### config.mk
export PLATFORM = sky130hd
export DESIGN_NAME = chain_dac_front
export DESIGN_NICKNAME = d
export VERILOG_FILES = /design/src/rtl/cdac_pkg.sv /design/src/rtl/sync_chain.sv /design/src/rtl/frame_shifter.sv /design/src/rtl/code_latch.sv /design/src/rtl/chain_dac_front.sv
export SDC_FILE = /design/constraint.sdc
export NUM_CORES = 1
export LEC_CHECK = 0
export BUFFER_PORTS_ARGS = -buffer_cell sky130_fd_sc_hd__buf_4
export CAP_MARGIN = 10
export CORE_UTILIZATION = 49
export CTS_CLUSTER_DIAMETER = 150
export DETAILED_ROUTE_END_ITERATION = 10
export PLACE_DENSITY = 0.73
export SYNTH_ARGS = -nofsm -noshare
export SYNTH_HDL_FRONTEND = slang
export SYNTH_SLANG_ARGS = --single-unit
### constraint.sdc
create_clock -name clk -period 1.2 [get_ports clk]
set_input_delay 0.06 -clock clk [delete_from_list [all_inputs] [get_ports clk]]
set_output_delay 0.06 -clock clk [all_outputs]
set_load 0.01 [all_outputs]
### src/rtl/cdac_pkg.sv
package cdac_pkg;

  // Index of each asynchronous pin inside the synchroniser vector.
  typedef enum int unsigned {
    PIN_SCLK = 0,
    PIN_CS   = 1,
    PIN_SDIN = 2
  } pin_idx_e;

  localparam int unsigned PIN_COUNT = 3;

  // Ones on the upper `res` bits of a `data_bits` wide field, zeros below.
  function automatic logic [31:0] keep_mask(int data_bits, int res);
    logic [31:0] m;
    m = '0;
    for (int i = 0; i < 32; i++) begin
      if (i < data_bits && i >= data_bits - res) m[i] = 1'b1;
    end
    return m;
  endfunction

endpackage

### src/rtl/sync_chain.sv
module sync_chain #(
  parameter int unsigned WIDTH   = 3,
  parameter int unsigned STAGES  = 2,
  parameter logic [WIDTH-1:0] RST_VAL = '0
) (
  input  logic             clk,
  input  logic             rst,
  input  logic [WIDTH-1:0] d_i,
  output logic [WIDTH-1:0] q_o
);

  logic [WIDTH-1:0] stg [STAGES];

  always_ff @(posedge clk) begin
    if (rst) stg[0] <= RST_VAL;
    else     stg[0] <= d_i;
  end

  for (genvar s = 1; s < STAGES; s++) begin : g_stage
    always_ff @(posedge clk) begin
      if (rst) stg[s] <= RST_VAL;
      else     stg[s] <= stg[s-1];
    end
  end

  assign q_o = stg[STAGES-1];

endmodule

### src/rtl/frame_shifter.sv
module frame_shifter #(
  parameter int unsigned FRAME_BITS = 16,
  parameter int unsigned OUT_BITS   = 12
) (
  input  logic                clk,
  input  logic                rst,
  input  logic                sclk_lvl,
  input  logic                cs_lvl,
  input  logic                sdin_lvl,
  output logic                dout_o,
  output logic [OUT_BITS-1:0] low_o
);

  localparam int unsigned TOP = FRAME_BITS - 1;

  logic [FRAME_BITS-1:0] shreg;
  logic                  sclk_prev;
  logic                  sclk_rise;
  logic                  sclk_fall;
  logic                  active;

  assign sclk_rise = sclk_lvl & ~sclk_prev;
  assign sclk_fall = ~sclk_lvl & sclk_prev;
  assign active    = ~cs_lvl;

  always_ff @(posedge clk) begin
    if (rst) begin
      sclk_prev <= 1'b0;
      shreg     <= '0;
      dout_o    <= 1'b0;
    end else begin
      sclk_prev <= sclk_lvl;
      if (sclk_rise && active) shreg <= {shreg[TOP-1:0], sdin_lvl};
      if (sclk_fall && active) dout_o <= shreg[TOP];
    end
  end

  assign low_o = shreg[OUT_BITS-1:0];

endmodule

### src/rtl/code_latch.sv
module code_latch
  import cdac_pkg::*;
#(
  parameter int unsigned DATA_BITS  = 12,
  parameter int unsigned RESOLUTION = 12
) (
  input  logic                 clk,
  input  logic                 rst,
  input  logic                 cs_lvl,
  input  logic [DATA_BITS-1:0] data_i,
  output logic [DATA_BITS-1:0] code_o,
  output logic                 upd_o
);

  localparam logic [DATA_BITS-1:0] KEEP =
    DATA_BITS'(keep_mask(int'(DATA_BITS), int'(RESOLUTION)));

  logic cs_prev;
  logic load;

  assign load = cs_lvl & ~cs_prev;

  always_ff @(posedge clk) begin
    if (rst) begin
      cs_prev <= 1'b1;
      code_o  <= '0;
      upd_o   <= 1'b0;
    end else begin
      cs_prev <= cs_lvl;
      upd_o   <= load;
      if (load) code_o <= data_i & KEEP;
    end
  end

endmodule

### src/rtl/chain_dac_front.sv
module chain_dac_front
  import cdac_pkg::*;
#(
  parameter int unsigned FRAME_BITS  = 16,
  parameter int unsigned DATA_BITS   = 12,
  parameter int unsigned RESOLUTION  = 12,
  parameter int unsigned SYNC_STAGES = 2
) (
  input  logic                 clk,
  input  logic                 rst,
  input  logic                 sclk_i,
  input  logic                 cs_n_i,
  input  logic                 sdin_i,
  output logic                 dout_o,
  output logic [DATA_BITS-1:0] code_o,
  output logic                 update_o
);

  // Select idles high so reset never fakes an edge on it.
  localparam logic [PIN_COUNT-1:0] PIN_RST = PIN_COUNT'(1) << PIN_CS;

  logic [PIN_COUNT-1:0] pin_raw;
  logic [PIN_COUNT-1:0] pin_lvl;
  logic                 sclk_lvl;
  logic                 cs_lvl;
  logic                 sdin_lvl;
  logic [DATA_BITS-1:0] data_low;

  always_comb begin
    pin_raw           = '0;
    pin_raw[PIN_SCLK] = sclk_i;
    pin_raw[PIN_CS]   = cs_n_i;
    pin_raw[PIN_SDIN] = sdin_i;
  end

  sync_chain #(
    .WIDTH  (PIN_COUNT),
    .STAGES (SYNC_STAGES),
    .RST_VAL(PIN_RST)
  ) u_sync (
    .clk(clk),
    .rst(rst),
    .d_i(pin_raw),
    .q_o(pin_lvl)
  );

  assign sclk_lvl = pin_lvl[PIN_SCLK];
  assign cs_lvl   = pin_lvl[PIN_CS];
  assign sdin_lvl = pin_lvl[PIN_SDIN];

  frame_shifter #(
    .FRAME_BITS(FRAME_BITS),
    .OUT_BITS  (DATA_BITS)
  ) u_shift (
    .clk     (clk),
    .rst     (rst),
    .sclk_lvl(sclk_lvl),
    .cs_lvl  (cs_lvl),
    .sdin_lvl(sdin_lvl),
    .dout_o  (dout_o),
    .low_o   (data_low)
  );

  code_latch #(
    .DATA_BITS (DATA_BITS),
    .RESOLUTION(RESOLUTION)
  ) u_latch (
    .clk   (clk),
    .rst   (rst),
    .cs_lvl(cs_lvl),
    .data_i(data_low),
    .code_o(code_o),
    .upd_o (update_o)
  );

endmodule

==> results of run 1 <==
cell families (layout without fill, tap and decap cells):
kind of cell	count (synthesis)	after routing	synth area share (%)
AO/OA/AOI/OAI	28	28	13.1
AND/OR/NAND/NOR	71	71	25.3
flip-flops	38	38	56.3
buffers and inverters	9	33	4.54
multiplexers	1	1	0.741
per-layer routing:
layer	GRT usage, %	vias to the layer above	part of all wire [%]
li1	-	512	-
met1	21.2	457	50
met2	25.0	20	44
met3	5.83	6	4.1
met4	10.3	0	2.0
met5	0	-	0
through the flow:
step                util, %  power, mW
floorplan                 -       1.35
global placement       59.2       1.36
detailed placement     59.2       1.36
CTS                    62.9       2.04
global route           63.3       2.09
finish                 63.3       2.02
worst max path at each step:
stage | cells after the start | slack [ns] | to | startpoint
6_report | 4 | 0.05 | u_shift.shreg[4] | u_sync.stg[1][1]
5_1_grt | 4 | -0.02 | u_shift.shreg[1] | u_sync.stg[1][1]
4_1_cts | 4 | 0.002 | u_shift.shreg[4] | u_sync.stg[1][0]
3_5_place_dp | 3 | -0.05 | u_latch.code_o[4] | u_sync.stg[1][1]
3_3_place_gp | 3 | -0.005 | u_latch.code_o[1] | u_sync.stg[1][1]
2_1_floorplan | 5 | -0.007 | u_shift.shreg[10] | u_shift.sclk_prev
critical path, stage by stage, from the launching register on:
cell     delay (ns)
dfxtp_2        0.35
or3b_1         0.36
buf_6          0.18
nand2_1        0.07
a21oi_1        0.06
registers in the layout (all words and copies together) (netlist names):
signal / flops
u_shift.shreg: 16
u_sync.stg: 6
u_shift.dout_o: 1
u_shift.sclk_prev: 1
u_latch.upd_o: 1
u_latch.code_o: 12
u_latch.cs_prev: 1
report_power, final:
part / switching, mW / internal, mW / total [mW]
sequential: 0.00529 / 1.27 / 1.28
combinational: 0.0363 / 0.0304 / 0.0668
clock: 0.391 / 0.284 / 0.675
total: 0.433 / 1.59 / 2.02
what timing repair did:
item                                   CTS  global route
hold buffers                             3             0
endpoints found under the hold margin    3             0
setup endpoints to repair               12            18
gates resized for setup                  1             3
cells in the mapped netlist:
cell type	n	share of area [%]
a21oi_2	10	6.5
nand2_2	10	4.6
mux2i_1	1	0.74
nor3b_1	1	0.56
or2_2	3	1.4
buf_6	1	0.83
nor2_1	2	0.56
a21oi_1	18	6.7
clkbuf_1	4	1.1
buf_2	3	1.1
dfxtp_1	38	56
nand2_1	46	13
buf_12	1	1.5
or2b_1	1	0.56
or3b_1	1	0.65
nor3b_4	1	1.4
nor2b_1	6	2.8
final cells by class:
class	count	area share [%]
flip-flops and latches	38	47.5
multi-input cells	100	33.3
repair buffers	25	13.1
clock buffers	7	3.42
well taps	30	2.33
clock inverters	1	0.311
layout by cell type (no fill, tap or decap):
cell	netlist	layout
a21oi_1	18	18
a21oi_2	10	10
buf_12	1	1
buf_4	0	20
buf_6	1	1
clkbuf_1	4	1
clkbuf_4	0	5
clkbuf_8	0	1
clkinv_2	0	1
dfxtp_1	38	35
dfxtp_2	0	3
dlygate4sd3_1	0	3
mux2i_1	1	1
nand2_1	46	46
nand2_2	10	10
nor2_1	2	2
nor2b_1	6	5
nor2b_4	0	1
nor3b_1	1	1
nor3b_4	1	1
or2_2	3	3
or2b_1	1	1
or3b_1	1	1
==> metrics.md, run 1 <==
| Metric | Value |
|---|---|
| Final Cell Area | 1610 µm² |
| Worst hold-check path type | in2reg |
| CP Data Arrival Time | between 1 and 1.5 ns |
| Finished Layout Cells | 201 |
| Worst Setup End Kind | flip-flop |
| Multi-input logic area | 537 µm² |
| Worst reg2reg path depth | 4 |
| Largest net degree at the start of global routing | 39 |
| Synth Instances | between 100 and 150 |
| Cell count after placement | 190 |
| Hold Crit Depth | 2 |
| Hold Fails Final Rpt | 0 |
| Placer Congestion | between 0.6 and 0.7 |
| Vias per inst | 4.95 |
| Clock skew | 0.00298 ns |
| Die width | around 55 µm |
| Worst r2r src | u_sync.stg[1][1] |
| Final Setup Violations | 0 |
| RSZ-0062 raised after global routing | yes |
| 1st-pass router iterations | 4 |
| Setup TNS | 0 ns |
| Starting Density | 53.1% |
| Antenna cells | 0 |
| Worst hold margin | ~0.13 ns |
| Maximum clock insertion buffer count | 2 |
| Max-slew violation count | 0 |
| Clock network latency to the later pin of the worst-skew pair | approximately 0.34 ns |
| Mapped Area | 1350 µm² |
| Core Area | 2540 µm² |
| PortBufs | 18 |
| Post-route DRC violation count | 0 |
| Fillers | 230 |
| Final net count | between 150 and 200 |
| Hold Startpoint | rst |
| Die Height | 54.5 µm |
| Routed Antenna Nets | 0 |
| Post-DP HPWL | roughly 1.4 mm |
| CTS tree | built |
| Synthesized area per cell | 9.19 µm² |
| Global-route wire length before repair | 3.45 mm |
| LEAKAGE | between 0.5 and 0.6 nW |
| # H-tree levels | 2 |
| Yosys cell types | 17 |
| Clock sinks | 38 |
| Syn nets | about 150 |
| Placed inst area | between 1500 and 2000 µm² |
| YS warnings | 0 |
| WL/cell | 10.8 µm |
| WP data required | 1.42 ns |
| Vias | roughly 1,000 |
| Status | complete, no violations |
| MaxCap Viol Count | 0 |
| Critical path fanouts, max | 16 |
| Min-Delay Endpoint | u_shift.shreg[14] |
| Critical Path Source Type | flip-flop |
| Crit share post-route | 95.7% |
| Sequential share of the synthesized area | between 50% and 60% |
| Power Density | 1250 nW/µm² |
| Fmax | 871 MHz |
| WS Path Type | reg2reg |
| Layout cells sized above 1 | 33.3% |
| VDD IR max | 0.959 mV |
| Postcts setup bufs | 0 |
| Die area | 2970 µm² |
| CTS Buf Count | 5 |
| R2R Setup Slk | approximately 0.052 ns |
| DRT Wirelength | 2.16 mm |
| Slew margin rel. | 72.7% |
| #FFs+latches synth | 38 |
| Vias in the first global route | 793 |
| Std cell rows | 18 |
| R2r endpoint | u_shift.shreg[4] |
| Antenna violations before repair | 0 |
| Worst-path clk slew | 0.10 ns |
| Pre-CTS WS | -0.0535 ns |
| FF+latch area | 764 µm² |
| All-Layer GR Usage | 17.0% |
| Area Overhead vs Synth | 19.2% |
| GR Overflow Total | 0 |
| Worst-margin pin slew | 0.409 ns |
| Final worst slack | 0.0518 ns |
| Clock period minus worst slack | 1.15 ns |
| CTS root buf | clkbuf_4 |
| DRT iter0 DRCs | 14 |
| Top-Level Pins | 19 |
(Power assumes the default switching activity.)
==> inputs of run 2 (changes only) <==
--- a/config.mk
+++ b/config.mk
@@ -5,12 +5,13 @@
 export SDC_FILE = /design/constraint.sdc
 export NUM_CORES = 1
 export LEC_CHECK = 0
+export ABC_AREA = 1
 export BUFFER_PORTS_ARGS = -buffer_cell sky130_fd_sc_hd__buf_4
 export CAP_MARGIN = 10
 export CORE_UTILIZATION = 49
 export CTS_CLUSTER_DIAMETER = 150
 export DETAILED_ROUTE_END_ITERATION = 10
-export PLACE_DENSITY = 0.73
+export PLACE_DENSITY = 0.72
 export SYNTH_ARGS = -nofsm -noshare
 export SYNTH_HDL_FRONTEND = slang
 export SYNTH_SLANG_ARGS = --single-unit
==> metrics.md, run 2 <==
| Metric | Value |
|---|---|
| Final net count | 218 (was 175) |
| Std cell rows | 19 (was 18) |
| Routed Antenna Nets | 0 (unchanged) |
| Finished Core Util | 59.4% (was 63.3%) |
| RSZ-0062 raised after global routing | no (was yes) |
| WP data required | 1.48 ns (was 1.42 ns) |
| Max-slew violation count | 0 (unchanged) |
| Power Density | 1290 nW/µm² (was 1250 nW/µm²) |
| R2r endpoint | u_shift.shreg[6] (was u_shift.shreg[4]) |
| Vias per inst | 4.39 (was 4.95) |
| Post-synth EDFFs | 0 (unchanged) |
| Buf/Inv on CP | 3 (was 1) |
| Share of the synthesized area in the top cell type | 53.2% (was 56.3%) |
| Synth Instances | 190 (was 147) |
| CTS tree | built (unchanged) |
| All-Layer GR Usage | 15.3% (was 17.0%) |
| Hold Fails Final Rpt | 0 (unchanged) |
| Yosys cell types | 16 (was 17) |
| Critical path fanouts, max | 9 (was 16) |
| Critical path destination | u_sync.stg[0][0] (was u_shift.shreg[4]) |
| CP Data Arrival Time | 1.40 ns (was 1.36 ns) |
| Worst Setup End Kind | flip-flop (unchanged) |
| CP peak stage delay | 0.55 ns (was 0.36 ns) |
| Most common cell after layout, fill and taps aside | nor2_1 (was nand2_1) |
| Worst-margin pin slew | 0.341 ns (was 0.409 ns) |
| Top-Level Pins | 19 (unchanged) |
| Fmax | 887 MHz (was 871 MHz) |
| Worst reg2reg path depth | 5 (was 4) |
| CTS Buf Count | 5 (unchanged) |
| Syn nets | 195 (was 152) |
| VDD IR max | 0.924 mV (was 0.959 mV) |
| WL/cell | 9.02 µm (was 10.8 µm) |
| Die width | 56.0 µm (was 54.5 µm) |
| Post-CTS resize count | 0 (was 1) |
| Mapped Area | 1430 µm² (was 1350 µm²) |
| Core Area | 2760 µm² (was 2540 µm²) |
| Antenna violations before repair | 0 (unchanged) |
| Pre-CTS WS | 0.152 ns (was -0.0535 ns) |
| CP dominant cell by count | dlygate4sd3_1 |
| List of most frequent post-synthesis cells | nor2_1, dfxtp_1, nand2_1 (was nand2_1, dfxtp_1, a21oi_1) |
| Worst r2r src | u_sync.stg[1][1] (unchanged) |
| Maximum clock insertion buffer count | 2 (unchanged) |
| Slew margin rel. | 77.2% (was 72.7%) |
| Vias in the first global route | 903 (was 793) |
| Die Height | 56.0 µm (was 54.5 µm) |
| DRT Wirelength | 2.21 mm (was 2.16 mm) |
| Synthesized area per cell | 7.53 µm² (was 9.19 µm²) |
| LEAKAGE | 0.866 nW (was 0.570 nW) |
| DRT iter0 DRCs | 23 (was 14) |
| Delay-heaviest family, CP | buffers and inverters (was simple AND/OR/NAND/NOR gates) |
| PortBufs | 18 (unchanged) |
| Crit path cell chain | dlygate4sd3_1 -> buf_4 -> nor2_1 -> dlygate4sd3_1 (was or3b_1 -> buf_6 -> nand2_1 -> a21oi_1) |
| Final Setup Violations | 0 (unchanged) |
| Post-DP HPWL | 1.50 mm (was 1.39 mm) |
| Fraction of registers with async set/reset | 0% (unchanged) |
| CP max stage cell | dlygate4sd3_1 (was or3b_1) |
| Clock network latency to the later pin of the worst-skew pair | 0.33 ns (was 0.34 ns) |
| MaxCap Viol Count | 0 (unchanged) |
| # H-tree levels | 2 (unchanged) |
| 1st-pass router iterations | 3 (was 4) |
| CTS root buf | clkbuf_4 (unchanged) |
| Most frequent cell after synthesis | nor2_1 (was nand2_1) |
| Area Overhead vs Synth | 14.5% (was 19.2%) |
| R2R Setup Slk | 0.11 ns (was 0.05 ns) |
| Synth area leaders | dfxtp_1, nor2_1, nand2_1, inv_1, buf_6 (was dfxtp_1, nand2_1, a21oi_1, a21oi_2, nand2_2) |
| Largest net degree at the start of global routing | 33 (was 39) |
| Dominant cell type by area after synthesis | dfxtp_1 (unchanged) |
| Setup TNS | 0 ns (unchanged) |
| Worst hold-check path type | reg2reg (was in2reg) |
| Layout cells sized above 1 | 15.0% (was 33.3%) |
| Placer Congestion | 0.719 (was 0.686) |
| Die area | 3140 µm² (was 2970 µm²) |
| Largest register FFs | 16 (unchanged) |
| #FFs+latches synth | 38 (unchanged) |
| Fillers | 263 (was 230) |
| Status | complete, no violations (unchanged) |
| Most frequent cells in the layout | nor2_1, dfxtp_1, nand2_1, inv_1, buf_4 (was nand2_1, dfxtp_1, buf_4, a21oi_1) |
| Global-route wire length before repair | 3.73 mm (was 3.45 mm) |
| YS warnings | 0 (unchanged) |
| Largest reg by FF count | u_shift.shreg (unchanged) |
| Critical Path Stages | 4 (unchanged) |
| Ys flop type | dfxtp_1 (unchanged) |
| Final worst slack | 0.0731 ns (was 0.0518 ns) |
| Antenna cells | 0 (unchanged) |
| Clock skew | 0.00744 ns (was 0.00298 ns) |
| Clock period minus worst slack | 1.13 ns (was 1.15 ns) |
| WS Path Type | in2reg (was reg2reg) |
| Worst-path clk slew | 0.11 ns (was 0.10 ns) |
| Biggest regs | u_shift.shreg x16, u_latch.code_o x12, u_sync.stg x6 (unchanged) |
| Sequential share of the synthesized area | 53.2% (was 56.3%) |
| Post-route DRC violation count | 0 (unchanged) |
| Crit. Startpoint | rst (was u_sync.stg[1][1]) |
| Tot Pwr | 2.12 mW (was 2.02 mW) |
| GR Overflow Total | 0 (unchanged) |
| Crit share post-route | 93.9% (was 95.7%) |
| Clock sinks | 38 (unchanged) |
| Critical Path Source Type | input pin (was flip-flop) |
| Starting Density | 51.9% (was 53.1%) |
| Vias | 1,076 (was 995) |
==> run 2: worst min path at each step <==
stage / from / cells after the start / endpoint
after floorplan: cs_n_i / 1 / u_sync.stg[0][1]
after global placement: cs_n_i / 2 / u_sync.stg[0][1]
after detailed placement: cs_n_i / 2 / u_sync.stg[0][1]
after CTS: u_sync.stg[0][2] / 2 / u_sync.stg[1][2]
after global routing: u_sync.stg[0][1] / 1 / u_sync.stg[1][1]
final: u_sync.stg[0][2] / 2 / u_sync.stg[1][2]
==> run 2: what timing repair did <==
item,in CTS,in global routing
hold buffers,6,0
hold endpoints to repair,8,0
setup buffers,0,0
==> run 2: layer usage <==
metal  share of wire (%)  track usage [%]
met2                  49             25.9
met1                  46             17.9
met3                 3.8             5.58
met5                   0                0
met4                 1.3             5.23
==> run 2: power by group <==
part           total (mW)  switching [mW]  leakage (nW)  internal [mW]
sequential           1.31          0.0158         0.309           1.29
clock               0.675           0.391        0.0353          0.284
combinational       0.132          0.0685         0.522         0.0636
total                2.12           0.475         0.866           1.64
==> run 2: cells by family (layout without fill, tap and decap cells) <==
group	after synthesis	in the layout	share of synthesized area [%]
AO/OA/AOI/OAI	12	12	4.20
buffers and inverters	36	60	13.7
flip-flops	38	38	53.2
AND/OR/NAND/NOR	104	104	28.9
==> run 2: worst reg2reg max path, cell delays in order (launching register included) <==
cell and delay (ns):
dfxtp_1 0.35, inv_2 0.10, nand3_4 0.27, nand2_1 0.18, nand2_1 0.07, nor2_1 0.08
==> run 2: layout make-up <==
| cell class | instances | area (µm²) | area share [%] |
|---|---|---|---|
| Sequential cell | 38 | 761 | 46.4 |
| Tap cell | 31 | 38.8 | 2.37 |
| Clock buffer | 7 | 55.1 | 3.36 |
| Multi-Input combinational cell | 116 | 473 | 28.9 |
| Timing Repair Buffer | 25 | 203 | 12.4 |
| Clock inverter | 1 | 5.00 | 0.306 |
| Inverter | 27 | 103 | 6.26 |
==> run 2: per-stage QoR <==
step,hold WS (ns),cell area [µm²],std cells
floorplan,0.164,1430,190
global placement,0.249,1520,231
detailed placement,0.249,1520,231
CTS,0.411,1640,245
global route,0.431,1640,245
finish,0.410,1640,245
==> inputs of run 3 (changes only) <==
--- a/config.mk
+++ b/config.mk
@@ -12,6 +12,7 @@
 export CTS_CLUSTER_DIAMETER = 150
 export DETAILED_ROUTE_END_ITERATION = 10
 export PLACE_DENSITY = 0.72
+export RECOVER_POWER = 50
 export SYNTH_ARGS = -nofsm -noshare
 export SYNTH_HDL_FRONTEND = slang
 export SYNTH_SLANG_ARGS = --single-unit
==> constraint.sdc (replaced) <==
create_clock -name clk -period 1.2 [get_ports clk]
set_input_delay 0.06 -clock clk [delete_from_list [all_inputs] [get_ports clk]]
set_output_delay 0.06 -clock clk [all_outputs]
set_load 0.02 [all_outputs]
==> metrics.md, run 3 (same netlist as run 2, synthesis figures left out) <==
| Metric | Value |
|---|---|
| Biggest regs | u_shift.shreg x16, u_latch.code_o x12, u_sync.stg x6 (unchanged) |
| Post-CTS resize count | 0 (unchanged) |
| VDD IR max | 0.923 mV (was 0.924 mV) |
| Critical Path Source Type | input pin (unchanged) |
| Layout cells sized above 1 | 7.94% (was 15.0%) |
| Largest net degree at the start of global routing | 33 (unchanged) |
| Worst Setup End Kind | flip-flop (unchanged) |
| CTS Buf Count | 5 (unchanged) |
| Antenna cells | 0 (unchanged) |
| Die area | 3140 µm² (unchanged) |
| Final Setup Violations | 0 (unchanged) |
| Post-DP HPWL | 1.50 mm (unchanged) |
| DRT Wirelength | 2.22 mm (was 2.21 mm) |
| Largest reg by FF count | u_shift.shreg (unchanged) |
| PortBufs | 18 (unchanged) |
| Finished Core Util | 57.4% (was 59.4%) |
| CP Data Arrival Time | 1.40 ns (about the same) |
| Crit share post-route | 93.8% (was 93.9%) |
| WP data required | 1.48 ns (about the same) |
| Worst-margin pin slew | 0.423 ns (was 0.341 ns) |
| Max-slew violation count | 0 (unchanged) |
| Routed Antenna Nets | 0 (unchanged) |
| Hold Fails Final Rpt | 0 (unchanged) |
| Final net count | 218 (unchanged) |
| Starting Density | 51.9% (unchanged) |
| Crit path cell chain | dlygate4sd3_1 -> buf_4 -> nor2_1 -> dlygate4sd3_1 (unchanged) |
| Vias | 1,077 (was 1,076) |
| Top-Level Pins | 19 (unchanged) |
| Placer Congestion | 0.719 (unchanged) |
| DRT iter0 DRCs | 23 (unchanged) |
| WS Path Type | in2reg (unchanged) |
| WL/cell | 9.08 µm (was 9.02 µm) |
| Most common cell after layout, fill and taps aside | nor2_1 (unchanged) |
| Die Height | 56.0 µm (unchanged) |
| Fillers | 281 (was 263) |
| Antenna violations before repair | 0 (unchanged) |
| Clock sinks | 38 (unchanged) |
| Clock skew | 0.00731 ns (was 0.00744 ns) |
| Maximum clock insertion buffer count | 2 (unchanged) |
| CP peak stage delay | 0.55 ns (about the same) |
| Global-route wire length before repair | 3.73 mm (unchanged) |
| Clock network latency to the later pin of the worst-skew pair | 0.33 ns (about the same) |
| Core Area | 2760 µm² (unchanged) |
| Vias per inst | 4.40 (was 4.39) |
| Clock period minus worst slack | 1.13 ns (about the same) |
| Setup TNS | 0 ns (unchanged) |
| Die width | 56.0 µm (unchanged) |
| Post-route DRC violation count | 0 (unchanged) |
| Critical path fanouts, max | 9 (unchanged) |
| LEAKAGE | 0.807 nW (was 0.866 nW) |
| Postcts setup bufs | 0 (unchanged) |
| CTS root buf | clkbuf_4 (unchanged) |
| Worst-path clk slew | 0.11 ns (about the same) |
| 1st-pass router iterations | 3 (unchanged) |
| Area Overhead vs Synth | 10.6% (was 14.5%) |
| Status | complete, no violations (unchanged) |
| RSZ-0062 raised after global routing | no (unchanged) |
| MaxCap Viol Count | 0 (unchanged) |
| Vias in the first global route | 903 (unchanged) |
| Hold Buf Count CTS | 6 (unchanged) |
| CP max stage cell | dlygate4sd3_1 (unchanged) |
| Slew margin rel. | 71.7% (was 77.2%) |
| Worst hold-check path type | reg2reg (unchanged) |
| CP dominant cell by count | dlygate4sd3_1 (unchanged) |
| Largest register FFs | 16 (unchanged) |
| Power Density | 1340 nW/µm² (was 1290 nW/µm²) |
| CTS tree | built (unchanged) |
| Std cell rows | 19 (unchanged) |
| # H-tree levels | 2 (unchanged) |
| Most frequent cells in the layout | nor2_1, dfxtp_1, nand2_1, inv_1, clkbuf_1 (was nor2_1, dfxtp_1, nand2_1, inv_1, buf_4) |
| GR Overflow Total | 0 (unchanged) |
| Fmax | 888 MHz (was 887 MHz) |
| All-Layer GR Usage | 15.3% (unchanged) |
[run 3: cell count changes in the layout (fill, tap and decap cells not counted), sizes merged]
| cell | previous run | this run |
|---|---|---|
| buf | 19 | 5 |
| clkbuf | 7 | 21 |
| clkinv | 2 | 1 |
| inv | 26 | 27 |
[run 3: cell type report]
cell class	instances	area [µm²]	area share, %
Timing Repair Buffer	25	150	9.49
Inverter	27	101	6.41
Clock inverter	1	5.00	0.316
Multi-Input combinational cell	116	470	29.7
Clock buffer	7	55.1	3.48
Tap cell	31	38.8	2.45
Sequential cell	38	761	48.1
[run 3: critical path, delay by kind of cell]
family / cells / cell delay (ns)
buffers and inverters: 3 / 1.24
AND/OR/NAND/NOR: 1 / 0.09
[run 3: worst paths after layout]
check | startpoint | to | slack (ns) | depth (start not counted)
hold reg to reg | u_sync.stg[0][2] | u_sync.stg[1][2] | 0.41 | 2
setup reg to reg | u_sync.stg[1][1] | u_shift.shreg[6] | 0.11 | 5
setup / recovery | rst | u_sync.stg[0][0] | 0.07 | 4
hold / removal | u_sync.stg[0][2] | u_sync.stg[1][2] | 0.41 | 2
[run 3: report_power, final]
part	internal (mW)	leakage [nW]	switching, mW
registers	1.29	0.309	0.0152
logic	0.0526	0.463	0.0792
clock network	0.284	0.0353	0.391
total	1.63	0.807	0.485
[run 3: routing by layer]
| layer | wire length, µm | up-vias | global-route usage [%] |
|---|---|---|---|
| met5 | 0 | - | 0 |
| li1 | - | 595 | - |
| met2 | 1070 | 17 | 25.9 |
| met3 | 93 | 4 | 5.58 |
| met4 | 29 | 0 | 5.23 |
| met1 | 1030 | 461 | 17.9 |
[run 3: per-stage QoR]
| step | total power [mW] | hold slack, ns | cells | instance area, µm² | setup slack [ns] |
|---|---|---|---|---|---|
| 2_1_floorplan | 1.44 | 0.164 | 190 | 1430 | 0.332 |
| 5_1_grt | 2.21 | 0.431 | 245 | 1580 | 0.0120 |
| 6_report | 2.11 | 0.410 | 245 | 1580 | 0.0738 |
| 3_3_place_gp | 1.46 | 0.249 | 231 | 1520 | 0.215 |
| 4_1_cts | 2.16 | 0.411 | 245 | 1640 | 0.101 |
| 3_5_place_dp | 1.47 | 0.249 | 231 | 1520 | 0.152 |
